[src/rtl/rxf_pkg.sv]
package rxf_pkg;

  // Default receive status layout: one bit per damage indication.
  localparam int RXF_STAT_W    = 2;
  localparam int RXF_JAM_IDX   = 0;
  localparam int RXF_ALIGN_IDX = 1;

  typedef enum logic {
    VERDICT_DROP = 1'b0,
    VERDICT_TAKE = 1'b1
  } verdict_e;

  typedef enum logic {
    PHASE_ARMED = 1'b0,
    PHASE_INPKT = 1'b1
  } phase_e;

endpackage

[src/rtl/rxf_classify.sv]
// Combinational packet verdict from status, destination and station address.
module rxf_classify
  import rxf_pkg::*;
#(
  parameter int ADDR_W    = 8,
  parameter int STAT_W    = RXF_STAT_W,
  parameter int JAM_IDX   = RXF_JAM_IDX,
  parameter int ALIGN_IDX = RXF_ALIGN_IDX
) (
  input  logic [ADDR_W-1:0] dest_i,
  input  logic [STAT_W-1:0] stat_i,
  input  logic [ADDR_W-1:0] station_i,
  output verdict_e          verdict_o
);

  localparam logic [STAT_W-1:0] BAD_MASK =
    STAT_W'((1 << JAM_IDX) | (1 << ALIGN_IDX));

  logic [ADDR_W-1:0] bit_same;
  logic              damaged;
  logic              dest_bcast;
  logic              dest_hit;
  logic              promisc;

  for (genvar gi = 0; gi < ADDR_W; gi++) begin : g_cmp
    assign bit_same[gi] = ~(dest_i[gi] ^ station_i[gi]);
  end

  assign damaged    = |(stat_i & BAD_MASK);
  assign dest_bcast = ~|dest_i;
  assign dest_hit   = &bit_same;
  assign promisc    = ~|station_i;

  always_comb begin
    verdict_o = VERDICT_DROP;
    if (!damaged && (dest_bcast || dest_hit || promisc)) begin
      verdict_o = VERDICT_TAKE;
    end
  end

endmodule

[src/rtl/rxf_phase.sv]
// Tracks whether the next word opens a packet.
module rxf_phase
  import rxf_pkg::*;
(
  input  logic clk,
  input  logic rst_n,
  input  logic word_vld,
  input  logic word_last,
  output logic armed_o,
  output logic sample_o
);

  phase_e phase_q;
  phase_e phase_d;

  always_comb begin
    phase_d = phase_q;
    if (word_vld) begin
      phase_d = word_last ? PHASE_ARMED : PHASE_INPKT;
    end
  end

  always_ff @(posedge clk or negedge rst_n) begin
    if (!rst_n) begin
      phase_q <= PHASE_ARMED;
    end else if (word_vld) begin
      phase_q <= phase_d;
    end
  end

  assign armed_o  = (phase_q == PHASE_ARMED);
  assign sample_o = word_vld && armed_o;

endmodule

[src/rtl/rxf_flag.sv]
// Sticky flag; a set wins over a clear in the same cycle.
module rxf_flag (
  input  logic clk,
  input  logic rst_n,
  input  logic set_i,
  input  logic clr_i,
  output logic flag_o
);

  logic flag_q;
  logic flag_d;
  logic flag_en;

  always_comb begin
    flag_en = set_i || clr_i;
    flag_d  = set_i ? 1'b1 : 1'b0;
  end

  always_ff @(posedge clk or negedge rst_n) begin
    if (!rst_n) begin
      flag_q <= 1'b0;
    end else if (flag_en) begin
      flag_q <= flag_d;
    end
  end

  assign flag_o = flag_q;

endmodule

[src/rtl/rx_dest_filter.sv]
// Receive destination address filter: one verdict per packet.
module rx_dest_filter
  import rxf_pkg::*;
#(
  parameter int WORD_W    = 16,
  parameter int ADDR_W    = 8,
  parameter int STAT_W    = RXF_STAT_W,
  parameter int JAM_IDX   = RXF_JAM_IDX,
  parameter int ALIGN_IDX = RXF_ALIGN_IDX
) (
  input  logic              clk,
  input  logic              rst_n,
  input  logic              word_vld,
  input  logic              word_last,
  input  logic [WORD_W-1:0] word_dat,
  input  logic [STAT_W-1:0] rx_stat,
  input  logic [ADDR_W-1:0] station_addr,
  input  logic              arrived_clr,
  output logic              accept_o,
  output logic              purge_o,
  output logic              xmit_hold_o,
  output logic              arrived_o
);

  localparam int LOW_W = WORD_W - ADDR_W;

  logic [ADDR_W-1:0] dest_w;
  logic              armed_w;
  logic              sample_w;
  verdict_e          verdict_w;
  logic              take_w;
  logic              drop_w;

  logic acc_q, acc_d;
  logic prg_q, prg_d;
  logic hld_q, hld_d;

  assign dest_w = word_dat[WORD_W-1 -: ADDR_W];

  if (LOW_W > 0) begin : g_low
    logic unused_low;
    assign unused_low = ^word_dat[LOW_W-1:0];
  end

  rxf_phase u_phase (
    .clk      (clk),
    .rst_n    (rst_n),
    .word_vld (word_vld),
    .word_last(word_last),
    .armed_o  (armed_w),
    .sample_o (sample_w)
  );

  rxf_classify #(
    .ADDR_W   (ADDR_W),
    .STAT_W   (STAT_W),
    .JAM_IDX  (JAM_IDX),
    .ALIGN_IDX(ALIGN_IDX)
  ) u_classify (
    .dest_i   (dest_w),
    .stat_i   (rx_stat),
    .station_i(station_addr),
    .verdict_o(verdict_w)
  );

  assign take_w = sample_w && (verdict_w == VERDICT_TAKE);
  assign drop_w = sample_w && (verdict_w == VERDICT_DROP);

  always_comb begin
    acc_d = take_w;
    hld_d = take_w;
    prg_d = drop_w;
  end

  always_ff @(posedge clk or negedge rst_n) begin
    if (!rst_n) begin
      acc_q <= 1'b0;
      prg_q <= 1'b0;
      hld_q <= 1'b0;
    end else begin
      acc_q <= acc_d;
      prg_q <= prg_d;
      hld_q <= hld_d;
    end
  end

  rxf_flag u_flag (
    .clk   (clk),
    .rst_n (rst_n),
    .set_i (take_w),
    .clr_i (arrived_clr),
    .flag_o(arrived_o)
  );

  assign accept_o    = acc_q;
  assign purge_o     = prg_q;
  assign xmit_hold_o = hld_q;

endmodule

[config.mk]
export PLATFORM = sky130hd
export DESIGN_NAME = rx_dest_filter
export DESIGN_NICKNAME = d
export VERILOG_FILES = /design/src/rtl/rxf_pkg.sv /design/src/rtl/rxf_classify.sv /design/src/rtl/rxf_phase.sv /design/src/rtl/rxf_flag.sv /design/src/rtl/rx_dest_filter.sv
export SDC_FILE = /design/constraint.sdc
export NUM_CORES = 1
export LEC_CHECK = 0
export BUFFER_PORTS_ARGS = -buffer_cell sky130_fd_sc_hd__buf_2
export CAP_MARGIN = 20
export CORE_AREA = 2 2 39 41
export DETAILED_ROUTE_END_ITERATION = 6
export DIE_AREA = 0 0 41 43
export GPL_TIMING_DRIVEN = 0
export PLACE_DENSITY = 0.7
export REMOVE_ABC_BUFFERS = 1
export SYNTH_ARGS = -nofsm -noshare
export SYNTH_HDL_FRONTEND = slang
export SYNTH_SLANG_ARGS = --single-unit
export TNS_END_PERCENT = 100
[constraint.sdc]
create_clock -name clk -period 0.8 [get_ports clk]
set_clock_uncertainty 0.1 [all_clocks]
set_input_delay 0.04 -clock clk [delete_from_list [all_inputs] [get_ports clk]]
set_output_delay 0.04 -clock clk [all_outputs]
set_load 0.005 [all_outputs]
# == After elaboration in Yosys (flattened, before gate mapping) ==
# Cells that the tools add are included.
# word_totals
wordCells,39
out_inout_bits,4
ff_bits,4
inputBits,31
# op_classes
n_bitwise,18
reduce_logical,14
muxes,3
# ops
op,n
8-bit OR reduction,2
1-bit inverter,10
8-bit AND reduction,1
1-bit XOR,8
1-bit logical AND,4
1-bit logical NOT,3
1-bit logical OR,3
1-bit 2-to-1 mux,3
2-bit OR reduction,1

# == Depth between registers and ports, before layout ==
# logic_depth
depth_word,9
mapped_depth,5
mapped_depth_nobuf,5

# == Modules after synthesis ==
# Synthesis repeated with hierarchy kept, for this count alone.
# hier_totals
hier_cells,30
hier_area_um2,291.5
# modules_own_cells
mod,cells_each,area_per_inst_um2,n_inst,seq_area_each_um2
rxf_classify,18,133.9,1,0.0
rx_dest_filter,5,73.8,1,50.0
rxf_phase,4,47.5,1,25.0
rxf_flag,3,36.3,1,25.0

# == Worst setup path before layout ==
# Ideal clock, no wire load.
# synth_timing
path_kind,register -> register
start,register u_phase.phase_q
end,register hld_q (netlist: xmit_hold_o)
path_slack_ps,-96
period_less_slack_ps,896
required_ps,604
setup_ps,96
t_arrival_ps,700
stages_incl_launch_ff,4
n_path_buf,0
path_cell_list,dfrtp_1 inv_1 nand2_1 nor4_2
# synth_between
elab_chain_cells,3
# synth_lines
element,line,text
"start, declared",rxf_phase.sv:13,phase_e phase_q;
"start signal, assigned",rxf_phase.sv:27,phase_q <= phase_d;
1-bit inverter,rxf_phase.sv:31,assign armed_o = (phase_q == PHASE_ARMED);
1-bit logical AND,rxf_phase.sv:32,assign sample_o = word_vld && armed_o;
1-bit logical AND,rx_dest_filter.sv:66,assign take_w = sample_w && (verdict_w == VERDICT_TAKE);
net acc_d,rx_dest_filter.sv:34,"logic acc_q, acc_d;"
"end signal, assigned",rx_dest_filter.sv:83,hld_q <= hld_d;
"end, declared",rx_dest_filter.sv:36,"logic hld_q, hld_d;"
# The timed path passes the listed nets, and every way through them passes these cells.
# A chain may end at the register's enable or synchronous reset.

# == Worst setup path after layout ==
# layout_timing
start,register u_phase.phase_q
end,register prg_q (netlist: purge_o)
# layout_between
elab_chain_cells,3
# layout_lines
element,line,text
1-bit inverter,rxf_phase.sv:31,
1-bit logical AND,rxf_phase.sv:32,
1-bit logical AND,rx_dest_filter.sv:67,assign drop_w = sample_w && (verdict_w == VERDICT_DROP);
net drop_w,rx_dest_filter.sv:32,logic drop_w;
"end signal, assigned",rx_dest_filter.sv:82,prg_q <= prg_d;
"end, declared",rx_dest_filter.sv:35,"logic prg_q, prg_d;"
# The timed path passes the listed nets, and every way through them passes these cells.

==> impl_metrics.env <==
export IMPL_grt_usage=0.108
export IMPL_r2r_end="purge_o"
export IMPL_first_global_vias=339
export IMPL_dieWidth_um=41
export IMPL_path_max_fanout=3
export IMPL_power_density_mw_per_mm2=1200
export IMPL_synth_cells=33
export IMPL_use_met2=0.172
export IMPL_drive_above_1_share=0.597
export IMPL_synth_fa_ha_area_frac=0
export IMPL_r2r_setup_slack_ps=-70
export IMPL_worstSetupPathType="register to register"
export IMPL_synthSimpleGateAreaFrac=0.317
export IMPL_num_rows=14
export IMPL_port_buffers=26
export IMPL_worstHoldPathCells=2
export IMPL_ys_ff_latch=4
export IMPL_synth_top_area_share=0.325
export IMPL_crit_buf_inv=2
export IMPL_slew_violations=0
export IMPL_final_core_util=0.382
export IMPL_period_needed_ps=866
export IMPL_nNetsFinal=100
export IMPL_end_kind="register"
export IMPL_cts_sinks=4
export IMPL_synth_top_family_by_area="simple AND/OR/NAND/NOR gates"
export IMPL_cp_top_family="flip-flops"
export IMPL_synth_xor_area_frac=0.228
export IMPL_grt_pass1_wl_mm=1.24
export IMPL_r2r_start="u_phase.phase_q"
export IMPL_required_ps=870
export IMPL_placed_cells=74
export IMPL_initial_core_util=0.222
export IMPL_fill_cells=143
export IMPL_violations="hold timing, setup timing"
export IMPL_whs_endpoint="xmit_hold_o"
export IMPL_peakVddDrop_uv=318
export IMPL_dieHeight_um=43
export IMPL_startpoint="u_phase.phase_q"
export IMPL_status="finished, violations left"
export IMPL_top_usage_layer="met2"
export IMPL_worstPathCellList="inv_2 > nand2_2 > buf_4 > nor2b_4"
export IMPL_finalHoldViolations=2
export IMPL_met1_usage=0.0990
export IMPL_cts_tree="built"
export IMPL_max_slew_margin_rel=0.826
export IMPL_cts_made_buffers=3
export IMPL_ys_warn_count=0
export IMPL_dieArea_mm2=0.00176
export IMPL_root_buffer="clkbuf_4"
export IMPL_antenna_found_initial=0
export IMPL_hold_path_class="input pin to register"
export IMPL_fmax_mhz=1150
export IMPL_fin_crit_sh=1.08
export IMPL_slowest_stage="dfrtp_1"
export IMPL_use_met3=0.0366
export IMPL_clock_path_buffers=2
export IMPL_synth_largest_area_cell="dfrtp_1"
export IMPL_wl_um=750
export IMPL_wl_per_cell_um=9.04
export IMPL_slowest_delay_ps=360
export IMPL_hold_start="rx_stat[0]"
export IMPL_clkSlewWorstSetupHoldPaths_ps=40
export IMPL_worst_pin_slew_ps=259
export IMPL_drt_initial_drc_count=1
export IMPL_r2r_cells=4
export IMPL_avgSynthCellArea_um2=9.33
export IMPL_firstDrtPassIters=2
export IMPL_hold_buffers=3
export IMPL_ys_types=15
export IMPL_grt_max_degree=5
export IMPL_syn_area_um2=308
export IMPL_synth_mux_area_frac=0.0325
export IMPL_coreArea_mm2=0.00138
export IMPL_diodes=0
export IMPL_clk_latency_ps=230
export IMPL_rsz0062_at_grt="yes"
export IMPL_final_cells=83
export IMPL_place_gp_congestion=0.658
export IMPL_timing_hold_ws_ps=-117
export IMPL_cap_viol_max_count=0
export IMPL_num_vias=362
export IMPL_overflow=0
export IMPL_arrival_ps=930
export IMPL_layout_setup_ws_ps=-66.1
export IMPL_syn_to_final_growth_pct=71.5
export IMPL_cts_max_level=1
export IMPL_ioPinCount=35
export IMPL_drt_drc_violations_left=0
export IMPL_vias_per_cell=4.36
export IMPL_power_leakage_uw=0.000259
export IMPL_netlist_top_cells_area="dfrtp_1 (33%), xnor2_1 (23%), nor4_1 (8.1%)"
export IMPL_synth_compound_area_frac=0.0488
export IMPL_ys_seq_area_frac=0.325
export IMPL_start_kind="register"
export IMPL_setup_viol=7
export IMPL_ant_nets=0
[worst register-to-register path: stages (launching register included)]
cell and delay, ps:
dfrtp_1 360, inv_2 60, nand2_2 60, buf_4 140, nor2b_4 80
[report_power, final]
part | switching [µW] | internal (µW)
Sequential | 2.83 | 213
Clock | 75.8 | 167
Combinational | 72.3 | 103
[layer usage]
| metal | share of wire | up-vias | wire length, µm |
|---|---|---|---|
| met2 | 0.49 | 24 | 371 |
| met4 | 0 | 0 | 0 |
| met3 | 0.14 | 0 | 104 |
| met5 | 0 | - | 0 |
| li1 | - | 184 | - |
| met1 | 0.37 | 154 | 275 |
[stage by stage]
stage / setup slack (ps) / setup TNS (ps) / hold slack, ps / area (µm²) / power, µW
2_1_floorplan: -95.6 / -151 / -356 / 300 / 281
3_3_place_gp: -255 / -659 / -254 / 450 / 366
3_5_place_dp: -258 / -698 / -251 / 450 / 368
4_1_cts: -112 / -459 / -126 / 528 / 653
5_1_grt: -124 / -726 / -125 / 528 / 690
6_report: -66.1 / -332 / -117 / 528 / 634
[layout by cell type (no fill, tap or decap)]
cell / n
inv_1: 1
clkbuf_4: 3
nor2_2: 2
dfrtp_1: 4
buf_2: 26
nor2_1: 1
nor4_1: 4
dlygate4sd3_1: 3
nand2_2: 2
buf_4: 3
mux2i_1: 1
o22ai_1: 1
o21ai_2: 1
nand2_1: 2
xnor2_1: 8
nor2b_4: 1
nand4_1: 2
inv_2: 1
nor4_2: 1
[registers in the layout, summed over array words and instances, names as in the netlist]
register,count
u_flag.flag_o,1
purge_o,1
u_phase.phase_q,1
xmit_hold_o,1
[worst max-delay path by stage]
stage	to	slack, ps	cells after the start
after global routing	xmit_hold_o	-120	3
after global placement	purge_o	-260	6
final	purge_o	-70	4
after CTS	xmit_hold_o	-110	3
after detailed placement	purge_o	-260	6
after floorplan	xmit_hold_o	-100	3
[cell families (layout without fill, tap and decap cells)]
kind of cell / count (synthesis) / after routing
multiplexers: 1 / 1
AND/OR/NAND/NOR: 15 / 15
buffers and inverters: 3 / 37
XOR/XNOR: 8 / 8
AO/OA/AOI/OAI: 2 / 2
flip-flops: 4 / 4
[area by class of cell]
type,count,area (µm²),area share
Inverter,2,7.51,0.0142
Sequential cell,4,100,0.190
Tap cell,16,20.0,0.0379
Timing Repair Buffer,32,183,0.346
Multi-Input combinational cell,26,195,0.370
Clock buffer,3,22.5,0.0427
[synth_stat cells, drive strengths merged]
library cell,n
xnor2,8
o21ai,1
inv,2
buf,1
dfrtp,4
nor4,5
nand4,2
nand2,4
o22ai,1
nor2b,1
nor2,3
mux2i,1
[repair_timing]
item                       4_1_cts  5_1_grt
resized for setup                2        0
setup endpoints to repair        7        8
setup buffers                    3        0
hold endpoints to repair         7        2
pin swaps                        2        2
(Power assumes the default switching activity.)
